$ cat src/rtl/pscl_pkg.sv
package pscl_pkg;
    localparam int unsigned SRC_N  = 3;
    localparam int unsigned CODE_W = 3;
    localparam int unsigned CTL_W  = SRC_N + CODE_W;

    typedef enum logic [1:0] {
        SLOT_LIMIT = 2'd0,
        SLOT_RUN   = 2'd1,
        SLOT_COUNT = 2'd2,
        SLOT_MODE  = 2'd3
    } slot_e;
endpackage

$ cat src/rtl/pscl_src_pick.sv
module pscl_src_pick #(
    parameter int unsigned SRC_N = 3
) (
    input  logic [SRC_N-1:0] sel,
    input  logic [SRC_N-1:0] ticks,
    output logic             pulse
);
    logic [SRC_N-1:0] hit;
    logic             sel_ok;

    for (genvar g = 0; g < SRC_N; g++) begin : g_hit
        assign hit[g] = sel[g] & ticks[g];
    end

    // exactly one source bit may be set
    assign sel_ok = (sel != '0) && ((sel & (sel - 1'b1)) == '0);

    always_comb begin
        pulse = sel_ok && (|hit);
    end
endmodule

$ cat src/rtl/pscl_prescale.sv
module pscl_prescale #(
    parameter int unsigned CODE_W   = 3,
    parameter int unsigned MAX_CODE = 5
) (
    input  logic              clk,
    input  logic              rst_n,
    input  logic              clr,
    input  logic              step,
    input  logic [CODE_W-1:0] code,
    output logic              tick
);
    localparam int unsigned PRE_W = 2 * MAX_CODE;

    typedef struct packed {
        logic [PRE_W-1:0] pcnt;
    } pre_t;

    pre_t             st_d, st_q;
    logic [PRE_W-1:0] mask;
    int unsigned      eff;

    always_comb begin
        // codes above the largest supported divide clamp to it
        eff  = (int'(code) > int'(MAX_CODE)) ? MAX_CODE : int'(code);
        mask = {PRE_W{1'b1}} >> (PRE_W - 2 * eff);
        tick = step && (st_q.pcnt == mask);
        st_d = st_q;
        if (clr) begin
            st_d.pcnt = '0;
        end else if (step) begin
            st_d.pcnt = tick ? '0 : st_q.pcnt + 1'b1;
        end
    end

    always_ff @(posedge clk or negedge rst_n) begin
        if (!rst_n) begin
            st_q <= '0;
        end else begin
            st_q <= st_d;
        end
    end
endmodule

$ cat src/rtl/pscl_core.sv
module pscl_core #(
    parameter int unsigned CNT_W = 16
) (
    input  logic             clk,
    input  logic             rst_n,
    input  logic             run,
    input  logic             tick,
    input  logic [CNT_W-1:0] limit,
    input  logic             lim_wr,
    input  logic             cnt_wr,
    input  logic [CNT_W-1:0] cnt_wdata,
    output logic [CNT_W-1:0] cnt,
    output logic             rst_req
);
    typedef struct packed {
        logic [CNT_W-1:0] cnt;
        logic             spent;
        logic             req;
    } core_t;

    core_t st_d, st_q;
    logic  at_lim;
    logic  fire;

    always_comb begin
        at_lim = (st_q.cnt == limit);
        fire   = run && at_lim && !st_q.spent && !cnt_wr && !lim_wr;
        st_d   = st_q;
        st_d.req = fire;
        if (cnt_wr) begin
            st_d.cnt = cnt_wdata;
        end else if (tick && !at_lim) begin
            st_d.cnt = st_q.cnt + CNT_W'(1);
        end
        if (cnt_wr || lim_wr) begin
            st_d.spent = 1'b0;
        end else if (fire) begin
            st_d.spent = 1'b1;
        end
    end

    always_ff @(posedge clk or negedge rst_n) begin
        if (!rst_n) begin
            st_q <= '0;
        end else begin
            st_q <= st_d;
        end
    end

    assign cnt     = st_q.cnt;
    assign rst_req = st_q.req;
endmodule

$ cat src/rtl/pscl_watchdog.sv
module pscl_watchdog #(
    parameter int unsigned CNT_W    = 16,
    parameter int unsigned DATA_W   = 16,
    parameter int unsigned ADDR_W   = 4,
    parameter int unsigned MAX_CODE = 5
) (
    input  logic                     clk,
    input  logic                     rst_n,
    input  logic [pscl_pkg::SRC_N-1:0] src_tick,
    input  logic                     bus_en,
    input  logic                     bus_we,
    input  logic [ADDR_W-1:0]        bus_addr,
    input  logic [DATA_W-1:0]        bus_wdata,
    output logic [DATA_W-1:0]        bus_rdata,
    output logic                     rst_req
);
    import pscl_pkg::*;

    typedef struct packed {
        logic [CNT_W-1:0] limit;
        logic             run;
        logic [CTL_W-1:0] mode;
    } regs_t;

    regs_t            r_d, r_q;
    slot_e            slot;
    logic             wr;
    logic             lim_wr, run_wr, cnt_wr, mode_wr;
    logic             src_pulse, step, pre_clr, pre_tick;
    logic [CNT_W-1:0] cnt_val;
    logic [1:0]       unused_addr;

    assign unused_addr = bus_addr[1:0];

    always_comb begin
        slot    = slot_e'(bus_addr[3:2]);
        wr      = bus_en && bus_we;
        lim_wr  = wr && (slot == SLOT_LIMIT);
        run_wr  = wr && (slot == SLOT_RUN);
        cnt_wr  = wr && (slot == SLOT_COUNT);
        mode_wr = wr && (slot == SLOT_MODE);

        r_d = r_q;
        if (lim_wr)  r_d.limit = bus_wdata[CNT_W-1:0];
        if (run_wr)  r_d.run   = bus_wdata[0];
        if (mode_wr) r_d.mode  = bus_wdata[CTL_W-1:0];
    end

    always_ff @(posedge clk or negedge rst_n) begin
        if (!rst_n) begin
            r_q.limit <= '1;
            r_q.run   <= 1'b0;
            r_q.mode  <= '0;
        end else begin
            r_q <= r_d;
        end
    end

    always_comb begin
        case (slot)
            SLOT_LIMIT: bus_rdata = DATA_W'(r_q.limit);
            SLOT_RUN:   bus_rdata = DATA_W'(r_q.run);
            SLOT_COUNT: bus_rdata = DATA_W'(cnt_val);
            SLOT_MODE:  bus_rdata = DATA_W'(r_q.mode);
            default:    bus_rdata = '0;
        endcase
    end

    pscl_src_pick #(.SRC_N(SRC_N)) u_pick (
        .sel   (r_q.mode[SRC_N-1:0]),
        .ticks (src_tick),
        .pulse (src_pulse)
    );

    assign step    = r_q.run && src_pulse;
    assign pre_clr = cnt_wr || mode_wr || !r_q.run;

    pscl_prescale #(.CODE_W(CODE_W), .MAX_CODE(MAX_CODE)) u_pre (
        .clk   (clk),
        .rst_n (rst_n),
        .clr   (pre_clr),
        .step  (step),
        .code  (r_q.mode[CTL_W-1:SRC_N]),
        .tick  (pre_tick)
    );

    pscl_core #(.CNT_W(CNT_W)) u_core (
        .clk       (clk),
        .rst_n     (rst_n),
        .run       (r_q.run),
        .tick      (pre_tick),
        .limit     (r_q.limit),
        .lim_wr    (lim_wr),
        .cnt_wr    (cnt_wr),
        .cnt_wdata (bus_wdata[CNT_W-1:0]),
        .cnt       (cnt_val),
        .rst_req   (rst_req)
    );
endmodule

$ cat config.mk
export PLATFORM = sky130hd
export DESIGN_NAME = pscl_watchdog
export DESIGN_NICKNAME = d
export VERILOG_FILES = /design/src/rtl/pscl_pkg.sv /design/src/rtl/pscl_src_pick.sv /design/src/rtl/pscl_prescale.sv /design/src/rtl/pscl_core.sv /design/src/rtl/pscl_watchdog.sv
export SDC_FILE = /design/constraint.sdc
export NUM_CORES = 1
export LEC_CHECK = 0
export ABC_AREA = 1
export ABC_CLOCK_PERIOD_IN_PS = 5800
export BUFFER_PORTS_ARGS = -buffer_cell sky130_fd_sc_hd__buf_2
export CAP_MARGIN = 25
export CORE_MARGIN = 3
export CORE_UTILIZATION = 60
export DETAILED_ROUTE_END_ITERATION = 7
export GPL_TIMING_DRIVEN = 0
export PLACE_DENSITY = 0.82
export SETUP_SLACK_MARGIN = 0.05
export SLEW_MARGIN = 40
export SYNTH_ARGS = -nofsm -noshare
export SYNTH_HDL_FRONTEND = slang
export SYNTH_SLANG_ARGS = --single-unit
$ cat constraint.sdc
create_clock -name clk -period 5.8 [get_ports clk]
set_clock_uncertainty 0.1 [all_clocks]
set_input_delay 0.87 -clock clk [delete_from_list [all_inputs] [get_ports clk]]
set_output_delay 0.87 -clock clk [all_outputs]
set_load 0.005 [all_outputs]
==> impl_metrics.ini <==
[layout]
instances_no_fill = 625
drive_above_1_share = 0.182
antenna_cells = 0
layout_commonest_cell = nand2_1
areaGrowthSynthToFinish_pct = 11.7
final_cell_mix = nand2_1, inv_1, buf_2
finalNetCount = 586

[setup_path]
required_ns = 4.83
critPathKind = in -> out
crit_slowest_cell = nor2_2
timing.rr.start = r_q[5]
end_kind = output port
timing.critical_path.mode_cell = buf_2
worstSetupStartpointType = input pin
crit_arrival_ns = 2.10
reg2regPathDepth = 13
crit_fanout = 10
timing.rr.end = u_core.cnt[0]
max_stage_delay_ns = 0.31
cp_cell_sequence = buf_2 -> nor2_2 -> inv_1 -> clkbuf_1 -> o22ai_1 -> buf_2
reg2reg_slack_ns = 3.48

[sta]
fmax_ghz = 0.326
finalSetupViolations = 0
hold_viol_final = 0
period_share = 0.529
relSlewSlack = 0.552
min_period_ns = 3.07
tightest_slew_ns = 0.672
rsz0062_at_grt = no
final_max_slew_viol_count = 0
fin_setup_tns_ns = 0

[placed_design]
dpl.cell_count = 617
gp_congestion = 0.894
portBuffers = 41
dp_hpwl_um = 6580

[global_routing]
grt_max_degree = 52
grt_pass1_wl_um = 14800
grt_pass1_vias = 3206
grt_usage = 0.289
grt.overflow.total = 0
antenna_found_initial = 0

[clock_tree]
clkSinkCount = 51
cts_setup_buffers = 0
cts-resized-gates = 0
path_clk_slew_ns = 0.09
cts_buffers = 5
cts_root_buf = clkbuf_8
cts_tree = done
hold_buffers = 0
cts.htree.levels = 2
clk_path_buf_depth = 2
clkLatencyLatePin_ns = 0.31

[logic_synthesis]
synth_top_area_frac = 0.256
synth_largest_area_cell = dfrtp_1
yosysSeqAreaShare = 0.379
syn_inst = 506
synthArstFlopShare = 1.00
syn_area_per_cell_um2 = 6.76
synthDistinctLibCells = 32
ys_warn_count = 0
synth_edf_count = 0
synth_fp_nets = 538
syn-cell-area_mm2 = 0.00342
synthTopCellsByArea = dfrtp_1, nand2_1, dfstp_2, o21ai_0, nand3_1
synth_seq_cells = 51
synth_ff_type = dfrtp_1

[routing]
ant_nets = 0
drc = 0
viasPerCell = 5.59
post_drt_wl_per_cell_um = 14.2
firstDrtPassIters = 5
drt_iter0_drc = 372
routed_wirelength_um = 8890
vias = 3495

[hold_path]
hold_end = u_core.rst_req
min_path_cells = 1
worstHoldPathType = reg -> reg
min_from = u_core.st_q[1]

[floorplan]
dieArea_mm2 = 0.00664
rows = 26
die_x_um = 81.5
io_pins = 44
die_y_um = 81.5
coreArea_mm2 = 0.00530
initial_core_util = 0.645

[power_and_ir_drop]
p_leak_nw = 1.93
clkPwrFrac = 0.177
comb_power_share = 0.408
p_per_area_mw_per_mm2 = 344
switchingPower_uw = 547
seq_power_share = 0.415
internal_power_uw = 768
worst_ir_drop_vdd_mv = 0.203
switching_share = 0.416

[status]
status = completed

[flow_run]
drv_cap = 0
## final cells by class
type	instances	area [um^2]
plain buffers	17	91.3
clock inverters	1	7.51
repair buffers	41	208
clock buffers	7	96.3
well taps	70	87.6
fillers	458	1480
flip-flops and latches	51	1300
inverters	58	218
multi-input cells	380	1810
## metrics by stage
stage,hold WS (ns),power [mW],utilization,worst slack (ns),instance area (um^2)
2_1_floorplan,0.304,0.929,-,3.30,3420
3_3_place_gp,0.314,1.05,0.700,2.78,3710
3_5_place_dp,0.323,1.08,0.701,2.75,3710
4_1_cts,0.336,1.31,0.720,2.75,3820
5_1_grt,0.350,1.42,0.720,2.66,3820
6_report,0.339,1.31,0.720,2.73,3820
## cell usage after synthesis, types with 5 or more instances
cell type,n
nand2_2,5
ha_1,5
nand3_1,36
dfrtp_1,35
clkbuf_1,8
nand4_1,9
nand2_1,194
inv_1,47
dfstp_2,16
xor2_1,14
o21ai_0,38
o221ai_1,5
inv_2,11
o22ai_1,10
nor2_1,34
nor3_1,9
## worst max-delay path: cells and delay by family
kind                   cells  cell delay [ns]
AND/OR/NAND/NOR            1             0.31
AO/OA/AOI/OAI              1             0.21
buffers and inverters      4             0.71
## cells by family after synthesis
| kind of cell | after synthesis | synth area share |
|---|---|---|
| AO/OA/AOI/OAI | 60 | 0.0995 |
| XOR/XNOR | 14 | 0.0359 |
| adder cells (fa/ha/maj) | 5 | 0.0183 |
| buffers and inverters | 75 | 0.0904 |
| flip-flops | 51 | 0.379 |
| AND/OR/NAND/NOR | 301 | 0.377 |
## routing by layer
| layer | part of all wire | track usage | vias up |
|---|---|---|---|
| li1 | - | - | 1707 |
| met1 | 0.46 | 0.422 | 1629 |
| met2 | 0.45 | 0.436 | 138 |
| met3 | 0.058 | 0.0482 | 21 |
| met4 | 0.022 | 0.0929 | 0 |
| met5 | 0 | 0 | - |
## how the worst max path moves through the flow
stage           startpoint            end  slack (ns)  cells past startpoint
3_3_place_gp   bus_addr[2]  bus_rdata[15]        2.78                      6
4_1_cts        bus_addr[2]  bus_rdata[15]        2.75                      6
6_report       bus_addr[2]  bus_rdata[15]        2.73                      6
5_1_grt        bus_addr[3]  bus_rdata[15]        2.66                      7
2_1_floorplan  bus_addr[3]  bus_rdata[10]        3.30                      5
3_5_place_dp   bus_addr[2]  bus_rdata[15]        2.75                      6
## state kept, by name, indices dropped and copies added (netlist names)
name	flops
u_core.rst_req	1
r_q	23
u_core.cnt	16
u_core.st_q	1
u_pre.st_q	10
## power by group through the flow
stage	combinational, mW	clock, mW	sequential [mW]
4_1_cts	0.534	0.235	0.542
5_1_grt	0.609	0.252	0.558
2_1_floorplan	0.404	0	0.525
3_5_place_dp	0.529	0	0.548
6_report	0.537	0.232	0.545
3_3_place_gp	0.509	0	0.543
Power figures use the tool's default switching activity.
